$ cat config.mk
export PLATFORM = sky130hd
export DESIGN_NAME = rtc_shadow_sync
export DESIGN_NICKNAME = d
export VERILOG_FILES = /design/src/rtl/rtc_sync_pkg.sv /design/src/rtl/rtc_xfer_timer.sv /design/src/rtl/rtc_shadow_regs.sv /design/src/rtl/rtc_upd_ctrl.sv /design/src/rtl/rtc_shadow_sync.sv
export SDC_FILE = /design/constraint.sdc
export NUM_CORES = 1
export LEC_CHECK = 0
export ABC_CLOCK_PERIOD_IN_PS = 2200
export BUFFER_PORTS_ARGS = -buffer_cell sky130_fd_sc_hd__buf_2
export CORE_MARGIN = 3
export CORE_UTILIZATION = 50
export DETAILED_ROUTE_END_ITERATION = 7
export GPL_TIMING_DRIVEN = 0
export PLACE_DENSITY = 0.75
export RECOVER_POWER = 100
export SETUP_SLACK_MARGIN = 0.5
export SYNTH_ARGS = -nofsm -noshare
export SYNTH_HDL_FRONTEND = slang
export SYNTH_SLANG_ARGS = --single-unit
$ cat constraint.sdc
create_clock -name clk -period 2.2 [get_ports clk]
set_input_delay 0.44 -clock clk [delete_from_list [all_inputs] [get_ports clk]]
set_output_delay 0.44 -clock clk [all_outputs]
set_load 0.005 [all_outputs]
$ cat src/rtl/rtc_sync_pkg.sv
package rtc_sync_pkg;

    localparam int ADDR_W     = 5;
    localparam int BYTE_W     = 8;
    localparam int MAX_BYTES  = 8;

    localparam logic [ADDR_W-1:0] UPD_ADDR  = 5'd16;
    localparam logic [ADDR_W-1:0] CTRL_ADDR = 5'd17;

    // Update-control byte, bit 0 in the least significant position
    typedef struct packed {
        logic fast;     // bit 4: short delay
        logic time_en;  // bit 3: allow time load
        logic alm;      // bit 2: alarm commit
        logic rd;       // bit 1: snapshot request
        logic wr;       // bit 0: time commit
    } upd_reg_t;

    typedef struct packed {
        logic h24;      // bit 1
        logic bcd;      // bit 0
    } ctrl_reg_t;

    typedef enum logic [2:0] {
        SEL_NONE,
        SEL_TIME,
        SEL_ALARM,
        SEL_UPD,
        SEL_CTRL
    } reg_sel_t;

    typedef struct packed {
        reg_sel_t   sel;
        logic [2:0] idx;
    } dec_t;

    function automatic dec_t decode_addr(input logic [ADDR_W-1:0] a, input int nbytes);
        dec_t d;
        d.sel = SEL_NONE;
        d.idx = a[2:0];
        if (a[4:3] == 2'b00) begin
            if (int'(a[2:0]) < nbytes) d.sel = SEL_TIME;
        end else if (a[4:3] == 2'b01) begin
            if (int'(a[2:0]) < nbytes) d.sel = SEL_ALARM;
        end else if (a == UPD_ADDR) begin
            d.sel = SEL_UPD;
        end else if (a == CTRL_ADDR) begin
            d.sel = SEL_CTRL;
        end
        return d;
    endfunction

endpackage

$ cat src/rtl/rtc_xfer_timer.sv
module rtc_xfer_timer
    import rtc_sync_pkg::*;
#(
    parameter int PRESC_DIV = 2,
    parameter int DLY_LONG  = 240,
    parameter int DLY_SHORT = 15
) (
    input  logic clk,
    input  logic rst,
    input  logic start,
    input  logic fast_sel,
    output logic done
);

    localparam int PW      = (PRESC_DIV > 1) ? $clog2(PRESC_DIV) : 1;
    localparam int DLY_MAX = (DLY_LONG > DLY_SHORT) ? DLY_LONG : DLY_SHORT;
    localparam int CW      = $clog2(DLY_MAX + 1);

    logic          run;
    logic [PW-1:0] presc;
    logic [CW-1:0] cnt;
    logic          tick;

    assign tick = run && (presc == PW'(PRESC_DIV - 1));
    assign done = tick && (cnt == CW'(1));

    always_ff @(posedge clk) begin
        if (rst) begin
            run   <= 1'b0;
            presc <= '0;
            cnt   <= '0;
        end else if (start) begin
            run   <= 1'b1;
            presc <= '0;
            cnt   <= fast_sel ? CW'(DLY_SHORT) : CW'(DLY_LONG);
        end else if (run) begin
            presc <= tick ? '0 : presc + 1'b1;
            if (tick) cnt <= cnt - 1'b1;
            if (done) run <= 1'b0;
        end
    end

    AST_START_IDLE: assert property (@(posedge clk) disable iff (rst)
        start |-> !run);
    AST_CNT_LIVE: assert property (@(posedge clk) disable iff (rst)
        run |-> (cnt != '0));

endmodule

$ cat src/rtl/rtc_shadow_regs.sv
module rtc_shadow_regs
    import rtc_sync_pkg::*;
#(
    parameter int NBYTES = 8
) (
    input  logic                     clk,
    input  logic                     rst,
    input  logic                     we,
    input  dec_t                     dec,
    input  logic [BYTE_W-1:0]        wdata,
    input  logic                     snap_en,
    input  logic                     commit_time,
    input  logic                     commit_alarm,
    input  logic [NBYTES*BYTE_W-1:0] live_time_i,
    output logic [NBYTES*BYTE_W-1:0] time_value_o,
    output logic [NBYTES*BYTE_W-1:0] alarm_value_o,
    output logic [BYTE_W-1:0]        snap_byte,
    output logic [BYTE_W-1:0]        alarm_byte
);

    logic [NBYTES-1:0][BYTE_W-1:0] tshadow;
    logic [NBYTES-1:0][BYTE_W-1:0] ashadow;
    logic [NBYTES-1:0][BYTE_W-1:0] snap;
    logic [NBYTES-1:0][BYTE_W-1:0] tlive;
    logic [NBYTES-1:0][BYTE_W-1:0] alive;

    for (genvar b = 0; b < NBYTES; b++) begin : g_byte
        always_ff @(posedge clk) begin
            if (rst) begin
                tshadow[b] <= '0;
                ashadow[b] <= '0;
                snap[b]    <= '0;
            end else begin
                if (we && dec.sel == SEL_TIME && dec.idx == 3'(b))
                    tshadow[b] <= wdata;
                if (we && dec.sel == SEL_ALARM && dec.idx == 3'(b))
                    ashadow[b] <= wdata;
                if (snap_en)
                    snap[b] <= live_time_i[b*BYTE_W +: BYTE_W];
            end
        end
    end

    always_ff @(posedge clk) begin
        if (rst) begin
            tlive <= '0;
            alive <= '0;
        end else begin
            if (commit_time)  tlive <= tshadow;
            if (commit_alarm) alive <= ashadow;
        end
    end

    assign time_value_o  = tlive;
    assign alarm_value_o = alive;

    always_comb begin
        snap_byte  = '0;
        alarm_byte = '0;
        if (int'(dec.idx) < NBYTES) begin
            snap_byte  = snap[dec.idx];
            alarm_byte = ashadow[dec.idx];
        end
    end

    AST_SNAP_HOLD: assert property (@(posedge clk) disable iff (rst)
        !snap_en |=> $stable(snap));
    AST_LIVE_HOLD: assert property (@(posedge clk) disable iff (rst)
        !commit_time |=> $stable(tlive));

endmodule

$ cat src/rtl/rtc_upd_ctrl.sv
module rtc_upd_ctrl
    import rtc_sync_pkg::*;
#(
    parameter bit ALARM_AUTOCLEAR = 1'b1
) (
    input  logic      clk,
    input  logic      rst,
    input  logic      upd_we,
    input  upd_reg_t  upd_wdata,
    input  logic      ctrl_we,
    input  ctrl_reg_t ctrl_wdata,
    input  logic      done,
    output logic      start,
    output logic      snap_en,
    output logic      commit_time,
    output logic      commit_alarm,
    output upd_reg_t  upd_q,
    output ctrl_reg_t ctrl_q,
    output logic      time_load_o,
    output logic      alarm_load_o
);

    logic busy;
    logic wr_flag;
    logic alm_flag;
    logic ten;
    logic fast_q;
    logic do_alarm;

    assign start        = upd_we && !busy && (upd_wdata.wr || upd_wdata.alm);
    assign snap_en      = upd_we && upd_wdata.rd;
    assign commit_time  = done && wr_flag && ten;
    assign commit_alarm = done && do_alarm;

    always_ff @(posedge clk) begin
        if (rst) begin
            busy     <= 1'b0;
            wr_flag  <= 1'b0;
            alm_flag <= 1'b0;
            ten      <= 1'b0;
            fast_q   <= 1'b0;
            do_alarm <= 1'b0;
        end else if (done) begin
            busy     <= 1'b0;
            wr_flag  <= 1'b0;
            do_alarm <= 1'b0;
            if (ALARM_AUTOCLEAR) alm_flag <= 1'b0;
        end else if (upd_we && !busy) begin
            busy     <= start;
            wr_flag  <= upd_wdata.wr;
            alm_flag <= upd_wdata.alm;
            do_alarm <= upd_wdata.alm;
            ten      <= upd_wdata.time_en;
            fast_q   <= upd_wdata.fast;
        end
    end

    always_ff @(posedge clk) begin
        if (rst) begin
            ctrl_q       <= '0;
            time_load_o  <= 1'b0;
            alarm_load_o <= 1'b0;
        end else begin
            if (ctrl_we) ctrl_q <= ctrl_wdata;
            time_load_o  <= commit_time;
            alarm_load_o <= commit_alarm;
        end
    end

    always_comb begin
        upd_q         = '0;
        upd_q.wr      = wr_flag;
        upd_q.rd      = 1'b0;
        upd_q.alm     = alm_flag;
        upd_q.time_en = ten;
        upd_q.fast    = fast_q;
    end

    AST_WR_HELD: assert property (@(posedge clk) disable iff (rst)
        (busy && wr_flag && !done) |=> wr_flag);
    AST_WR_CLEARED: assert property (@(posedge clk) disable iff (rst)
        done |=> !wr_flag);
    AST_LOAD_PULSE: assert property (@(posedge clk) disable iff (rst)
        time_load_o |=> !time_load_o);
    AST_LOAD_NEEDS_TEN: assert property (@(posedge clk) disable iff (rst)
        time_load_o |-> $past(ten));
    AST_BUSY_NO_REQ: assert property (@(posedge clk) disable iff (rst)
        (busy && upd_we && !done) |=> $stable(do_alarm));

    if (ALARM_AUTOCLEAR) begin : g_auto
        AST_ALM_SELFCLR: assert property (@(posedge clk) disable iff (rst)
            (done && do_alarm) |=> !alm_flag);
    end else begin : g_manual
        AST_ALM_STICKY: assert property (@(posedge clk) disable iff (rst)
            (alm_flag && !upd_we) |=> alm_flag);
    end

endmodule

$ cat src/rtl/rtc_shadow_sync.sv
module rtc_shadow_sync
    import rtc_sync_pkg::*;
#(
    parameter int NBYTES          = 8,
    parameter int PRESC_DIV       = 2,
    parameter int DLY_LONG        = 240,
    parameter int DLY_SHORT       = 15,
    parameter bit ALARM_AUTOCLEAR = 1'b1
) (
    input  logic                     clk,
    input  logic                     rst,
    input  logic                     host_we,
    input  logic [4:0]               host_addr,
    input  logic [7:0]               host_wdata,
    output logic [7:0]               host_rdata,
    input  logic [NBYTES*8-1:0]      live_time_i,
    output logic                     time_load_o,
    output logic [NBYTES*8-1:0]      time_value_o,
    output logic                     alarm_load_o,
    output logic [NBYTES*8-1:0]      alarm_value_o,
    output logic                     bcd_en_o,
    output logic                     hour24_o
);

    dec_t       dec;
    logic       upd_we;
    logic       ctrl_we;
    logic       start;
    logic       done;
    logic       snap_en;
    logic       commit_time;
    logic       commit_alarm;
    upd_reg_t   upd_q;
    ctrl_reg_t  ctrl_q;
    logic [7:0] snap_byte;
    logic [7:0] alarm_byte;

    assign dec     = decode_addr(host_addr, NBYTES);
    assign upd_we  = host_we && (dec.sel == SEL_UPD);
    assign ctrl_we = host_we && (dec.sel == SEL_CTRL);

    rtc_upd_ctrl #(
        .ALARM_AUTOCLEAR(ALARM_AUTOCLEAR)
    ) u_ctrl (
        .clk          (clk),
        .rst          (rst),
        .upd_we       (upd_we),
        .upd_wdata    (upd_reg_t'(host_wdata[4:0])),
        .ctrl_we      (ctrl_we),
        .ctrl_wdata   (ctrl_reg_t'(host_wdata[1:0])),
        .done         (done),
        .start        (start),
        .snap_en      (snap_en),
        .commit_time  (commit_time),
        .commit_alarm (commit_alarm),
        .upd_q        (upd_q),
        .ctrl_q       (ctrl_q),
        .time_load_o  (time_load_o),
        .alarm_load_o (alarm_load_o)
    );

    rtc_xfer_timer #(
        .PRESC_DIV (PRESC_DIV),
        .DLY_LONG  (DLY_LONG),
        .DLY_SHORT (DLY_SHORT)
    ) u_timer (
        .clk      (clk),
        .rst      (rst),
        .start    (start),
        .fast_sel (host_wdata[4]),
        .done     (done)
    );

    rtc_shadow_regs #(
        .NBYTES(NBYTES)
    ) u_regs (
        .clk           (clk),
        .rst           (rst),
        .we            (host_we),
        .dec           (dec),
        .wdata         (host_wdata),
        .snap_en       (snap_en),
        .commit_time   (commit_time),
        .commit_alarm  (commit_alarm),
        .live_time_i   (live_time_i),
        .time_value_o  (time_value_o),
        .alarm_value_o (alarm_value_o),
        .snap_byte     (snap_byte),
        .alarm_byte    (alarm_byte)
    );

    always_comb begin
        unique case (dec.sel)
            SEL_TIME:  host_rdata = snap_byte;
            SEL_ALARM: host_rdata = alarm_byte;
            SEL_UPD:   host_rdata = {3'b000, upd_q};
            SEL_CTRL:  host_rdata = {6'b000000, ctrl_q};
            default:   host_rdata = 8'h00;
        endcase
    end

    assign bcd_en_o = ctrl_q.bcd;
    assign hour24_o = ctrl_q.h24;

    AST_ALOAD_PULSE: assert property (@(posedge clk) disable iff (rst)
        alarm_load_o |=> !alarm_load_o);
    AST_CTRL_OUT: assert property (@(posedge clk) disable iff (rst)
        ctrl_we |=> (bcd_en_o == $past(host_wdata[0])));

endmodule

Word-level counts from Yosys, hierarchy flattened
Index checks and enable logic that the tools add are counted.
{ "classes": {"n_addsub": 2, "eq_ne": 15, "bitwise_logic": 1, "n_mux": 17, "shifts": 0, "n_div": 0, "reduce_logical": 38, "mul": 0, "n_lt_le_gt_ge": 1} }
{ "ops": {"columns": ["cell", "count"], "rows": [
  ["binary-select mux 8 bit (select 3 bit)", 2],
  ["2-to-1 mux 8 bit", 6],
  ["one-hot mux 8 bit (4 select lines)", 1],
  ["logical AND 1 bit", 28],
  ["== test 3 bit, second input constant", 5],
  ["== test 3 x 2 -> 1 bit, second input constant", 4],
  ["2-to-1 mux 3 bit", 4],
  ["== test 5 bit, second input constant", 2],
  ["== test 8 x 1 -> 1 bit, second input constant", 1],
  ["subtractor 8 x 1 -> 8 bit, second input constant", 1],
  ["== test 3 x 1 -> 1 bit, second input constant", 2],
  ["< comparator 3 x 4 -> 1 bit, second input constant", 1],
  ["2-to-1 mux 1 bit", 4],
  ["AND reduction 2 bit", 2],
  ["nonzero test 2 bit", 2],
  ["OR reduction 2 bit", 2],
  ["zero test 3 bit", 1],
  ["== test 2 x 1 -> 1 bit, second input constant", 1],
  ["zero test 2 bit", 1],
  ["adder 1 bit, second input constant", 1],
  ["zero test 1 bit", 1],
  ["logical OR 1 bit", 1],
  ["inverter 1 bit", 1]
]} }
{ "word_totals": {"ff_bits": 339, "mem_bits_ro": 0, "latch_bits": 0, "memories": 0, "out_inout_bits": 140, "ram_bits": 0, "input_bits": 80} }

Longest topological paths before layout
{ "depth": {"word_depth": 11, "ltp_mapped": 8, "depth_no_buf": 6} }

Hierarchy
Synthesis repeated with hierarchy kept, for this count alone.
{ "unflattened": {"cells_unflattened": 1259, "area_unflattened_um2": 13912.1} }
{ "modules_own_cells": {"columns": ["mod", "cells_per_inst", "instances", "area_per_inst_um2"], "rows": [
  ["rtc_shadow_regs", 1131, 1, 12772.2],
  ["rtc_xfer_timer", 55, 1, 514.2],
  ["rtc_upd_ctrl", 39, 1, 399.1],
  ["rtc_shadow_sync", 34, 1, 226.5]
]} }

Worst setup path after synthesis
No wires, ideal clock.
{ "synth_path": {"path_kind": "in2out", "start": "input port host_addr[0]", "end": "output port host_rdata[7]", "arrival_time_ns": 1.893, "setup_slack_ns": -0.133, "n_path_buf": 2, "path_stages": 5, "cell_sequence": "buf_2 buf_1 mux4_2 mux2i_1 o22ai_1"} }
{ "synth_via": {"elab_chain_cells": 7, "word_cells_on_any_way": 15, "classes_between": "eq/ne: 6; mux: 9"} }
{ "synth_lines": {"columns": ["item", "line", "source"], "rows": [
  ["start, declared", "rtc_shadow_sync.sv:13", "input logic [4:0] host_addr,"],
  ["== test 5 bit", "rtc_sync_pkg.sv:47", "end else if (a == CTRL_ADDR) begin"],
  ["2-to-1 mux 3 bit", "rtc_sync_pkg.sv:47", null],
  ["2-to-1 mux 3 bit", "rtc_sync_pkg.sv:45", "end else if (a == UPD_ADDR) begin"],
  ["2-to-1 mux 3 bit", "rtc_sync_pkg.sv:43", "end else if (a[4:3] == 2'b01) begin"],
  ["2-to-1 mux 3 bit", "rtc_sync_pkg.sv:41", "if (a[4:3] == 2'b00) begin"],
  ["== test 3 bit, or another cell as far along", "rtc_shadow_sync.sv:93", "unique case (dec.sel)"],
  ["one-hot mux 8 bit (4 select lines) (*)", "rtc_shadow_sync.sv:93", null],
  ["end, declared", "rtc_shadow_sync.sv:15", "output logic [7:0] host_rdata,"]
]} }
Every way passes the cells marked *; elsewhere a longest branch is shown, timed or not. The select of a mux whose other input is x is not followed.

Worst setup path after layout
{ "layout_path": {"start": "register u_regs.snap[58] in the netlist's numbering", "end": "output port host_rdata[2]"} }
{ "layout_via": {"elab_chain_cells": 3} }
{ "layout_lines": {"columns": ["item", "line", "source"], "rows": [
  ["start, declared", "rtc_shadow_regs.sv:23", "logic [NBYTES-1:0][BYTE_W-1:0] snap;"],
  ["start signal, assigned by index", "rtc_shadow_regs.sv:39", "snap[b] <= live_time_i[b*BYTE_W +: BYTE_W];"],
  ["binary-select mux 8 bit (select 3 bit)", "rtc_shadow_regs.sv:61", "snap_byte = snap[dec.idx];"],
  ["2-to-1 mux 8 bit (implied by the code)", "rtc_shadow_regs.sv:61", null],
  ["one-hot mux 8 bit (4 select lines)", "rtc_shadow_sync.sv:93", null]
]} }
Every way passes these cells. The select of a mux whose other input is x is not followed.

==> results.yml <==
critical_path:
  path_class: "register to output port"
  timing.rr.start: "u_timer.cnt[3]"
  arrival_ns: 2.06
  crit_start: "u_regs.snap[58]"
  rr_worst_depth: 8
  path_max_fanout: 2
  endpoint_kind: "output port"
  required_ns: 1.76
  cp-start-kind: "register"
  rr_endpoint: "u_regs.time_value_o[17]"
  rrSetupSlack_ns: -0.08
sta:
  finalSetupViolCount: 44
  slew_violations: 0
  report.final.hold_viol_count: 0
  tightest_slew_ns: 0.945
  fin_crit_sh_pct: 114
  setup_slack_ns: -0.301
  max_freq_ghz: 0.400
  fin_worst_skew_ns: 0.0167
  grt_setup_unrepaired: "true"
  max-slew-margin-rel_pct: 37.0
  layout_min_cycle_time_ns: 2.50
  fin_hold_ws_ns: 0.172
pwr:
  power_switching_uw: 2910
  p_int_uw: 10000
  swShare_pct: 22.5
  pwr-share-seq_pct: 47.9
  ir_worst_vdd_uv: 558
  powerDensity_nw_per_um2: 739
  pwr-share-clk_pct: 47.0
  leakage_uw: 0.00618
  combPwrFrac_pct: 5.1
hold_path:
  min_to: "u_regs.snap[60]"
  holdCritStartpoint: "live_time_i[60]"
  holdCritPathClass: "input port to register"
  whs_path_depth: 3
logic_synthesis:
  yosysTopAreaCellShare_pct: 51.0
  async_flop_share_pct: 0
  synthTopCellsByCount: "nand2_1 (480), dfxtp_1 (339), a21oi_1 (263), clkbuf_1 (99), nand3_1 (76)"
  ys.flop_type: "dfxtp_1"
  synth.most_common_cell: "nand2_1"
  synth_area_leader_cell: "dfxtp_1"
  avgSynthCellArea_um2: 8.50
  yosysWarnings: 0
  ys_ff_latch: 339
  syn_inst: 1567
  synth_edf_count: 0
  netlist_top_cells_area: "dfxtp_1 (51%), nand2_1 (14%), a21oi_1 (9.9%)"
  synth.net_count: 1649
  yosysSeqAreaShare_pct: 51.0
  ys_types: 50
  synth_area_um2: 13300
clock_tree:
  cts_tree: "built"
  clk_latency_ns: 0.51
  path_clk_slew_ns: 0.06
  clkSinkCount: 339
  clockBufferDepth: 3
  h-tree-depth: 2
  cts_buffers: 36
  cts_hold_buf: 0
  cts_root_buffer: "clkbuf_16"
die:
  die-width_um: 169
  fp.coreArea_um2: 26100
  start_util_pct: 51.0
  fp.dieArea_um2: 28600
  die_y_um: 169
  std_cell_rows: 59
  num_io_pins: 220
final_layout:
  fillers: 2118
  syn_to_final_growth_pct: 31.1
  layout-drive-gt1-share_pct: 26.1
  instances_no_fill: 2211
  nets: 1931
route:
  vias: 12800
  drt_iter0_markers: 1530
  vias_per_cell: 5.81
  wl_per_cell_um: 20.7
  totalWireLength_mm: 45.8
  drc: 0
  postRouteAntennaNets: 0
  drtPass1Iterations: 6
global_route:
  grt-ovfl-total: 0
  grt_pass1_wl_mm: 68.3
  antenna_found_initial: 3
  grt_pass1_vias: 12400
  grt_usage_pct: 30.2
  grt_start_max_net_pins: 14
run_status:
  status: "complete, but fails checks"
  violations: "setup timing"
placement:
  place_congestion: 0.951
  dp_hpwl_mm: 31.1
  io_buffers: 210
  dp.cells: 2112
job:
  drv_cap: 0
per-layer routing:
| layer | track usage [%] | wire, um | vias up |
|---|---|---|---|
| met5 | 0 | 13 | - |
| met3 | 6.48 | 4940 | 153 |
| met4 | 11.9 | 2000 | 2 |
| met2 | 48.9 | 21200 | 818 |
| met1 | 39.8 | 17700 | 6024 |
| li1 | - | - | 5851 |
flip-flops by register name, summed over array words and instances (netlist names), 2 cells and up:
name and flops:
u_regs.tshadow 64, u_timer.cnt 8, u_regs.snap 64, u_regs.alarm_value_o 64
u_regs.ashadow 64, u_regs.time_value_o 64, u_ctrl.ctrl_q 2
final cells by class:
| type | count | area, um2 | share of cell area, % |
|---|---|---|---|
| diodes | 3 | 7.51 | 0.0430 |
| plain buffers | 133 | 868 | 4.97 |
| clock buffers | 53 | 1080 | 6.16 |
| clock inverters | 9 | 98.8 | 0.566 |
| inverters | 7 | 27.5 | 0.158 |
| multi-input cells | 1088 | 6710 | 38.5 |
| flip-flops and latches | 339 | 6800 | 39.0 |
| well taps | 335 | 419 | 2.40 |
| repair buffers | 244 | 1450 | 8.28 |
cells by family (layout without fill, tap and decap cells):
family | Yosys count | in the layout | synth area share (%)
and+or+nand+nor | 662 | 662 | 20.7
DFF | 339 | 339 | 51.0
AOI/OAI and AO/OA | 312 | 312 | 12.7
buffers and inverters | 140 | 446 | 4.44
muxes | 104 | 104 | 10.5
xor gates and xnor gates | 8 | 8 | 0.526
adders and majority gates | 2 | 2 | 0.188
other | 0 | 3 | 0
critical path, cell delays in order, from the launching register on:
cell and delay [ns]:
dfxtp_2 0.32, mux4_2 0.50, mux2i_1 0.18, nor2_1 0.11, a211o_1 0.30, buf_2 0.15
power groups by stage:
stage	logic [uW]	registers [uW]	clock network [uW]
after detailed placement	565	6320	0
after global placement	560	6320	0
final	658	6180	6060
after CTS	622	6180	6070
after global routing	684	6180	6330
after floorplan	325	6310	0
placed cells by master (no fill, tap or decap), types with 22 or more instances in the layout:
cell type / count
clkbuf_2: 22
dfxtp_1: 328
a21oi_2: 66
a21oi_1: 216
buf_2: 140
mux2i_1: 63
clkbuf_1: 158
nor2_1: 57
nand3_1: 76
clkbuf_16: 38
mux4_2: 28
nand2_1: 412
nand2_4: 62
timing repair:
item,4_1_cts,5_1_grt
setup buffers,22,4
gates resized for setup,215,101
gates cloned,8,0
setup endpoints to repair,228,206
pin swaps,31,18
endpoints found under the hold margin,0,0
worst max path at each step:
stage                          endpoint  slack (ns)
final                     host_rdata[2]       -0.30
after global routing      host_rdata[4]       -0.31
after CTS                 host_rdata[4]       -0.35
after detailed placement  host_rdata[5]       -0.50
after global placement    host_rdata[5]       -0.51
after floorplan           host_rdata[4]        0.20
stage by stage:
step | setup slack, ns | utilization [%] | TNS [ns] | area, um2 | power [uW]
5_1_grt | -0.313 | 66.8 | -6.23 | 17500 | 13200
6_report | -0.301 | 66.8 | -3.51 | 17500 | 12900
4_1_cts | -0.345 | 66.4 | -1.76 | 17300 | 12900
3_3_place_gp | -0.510 | 57.6 | -8.41 | 15100 | 6880
3_5_place_dp | -0.499 | 57.6 | -10.50 | 15100 | 6880
2_1_floorplan | 0.198 | - | 0 | 13600 | 6640
Power figures use the tool's default switching activity.
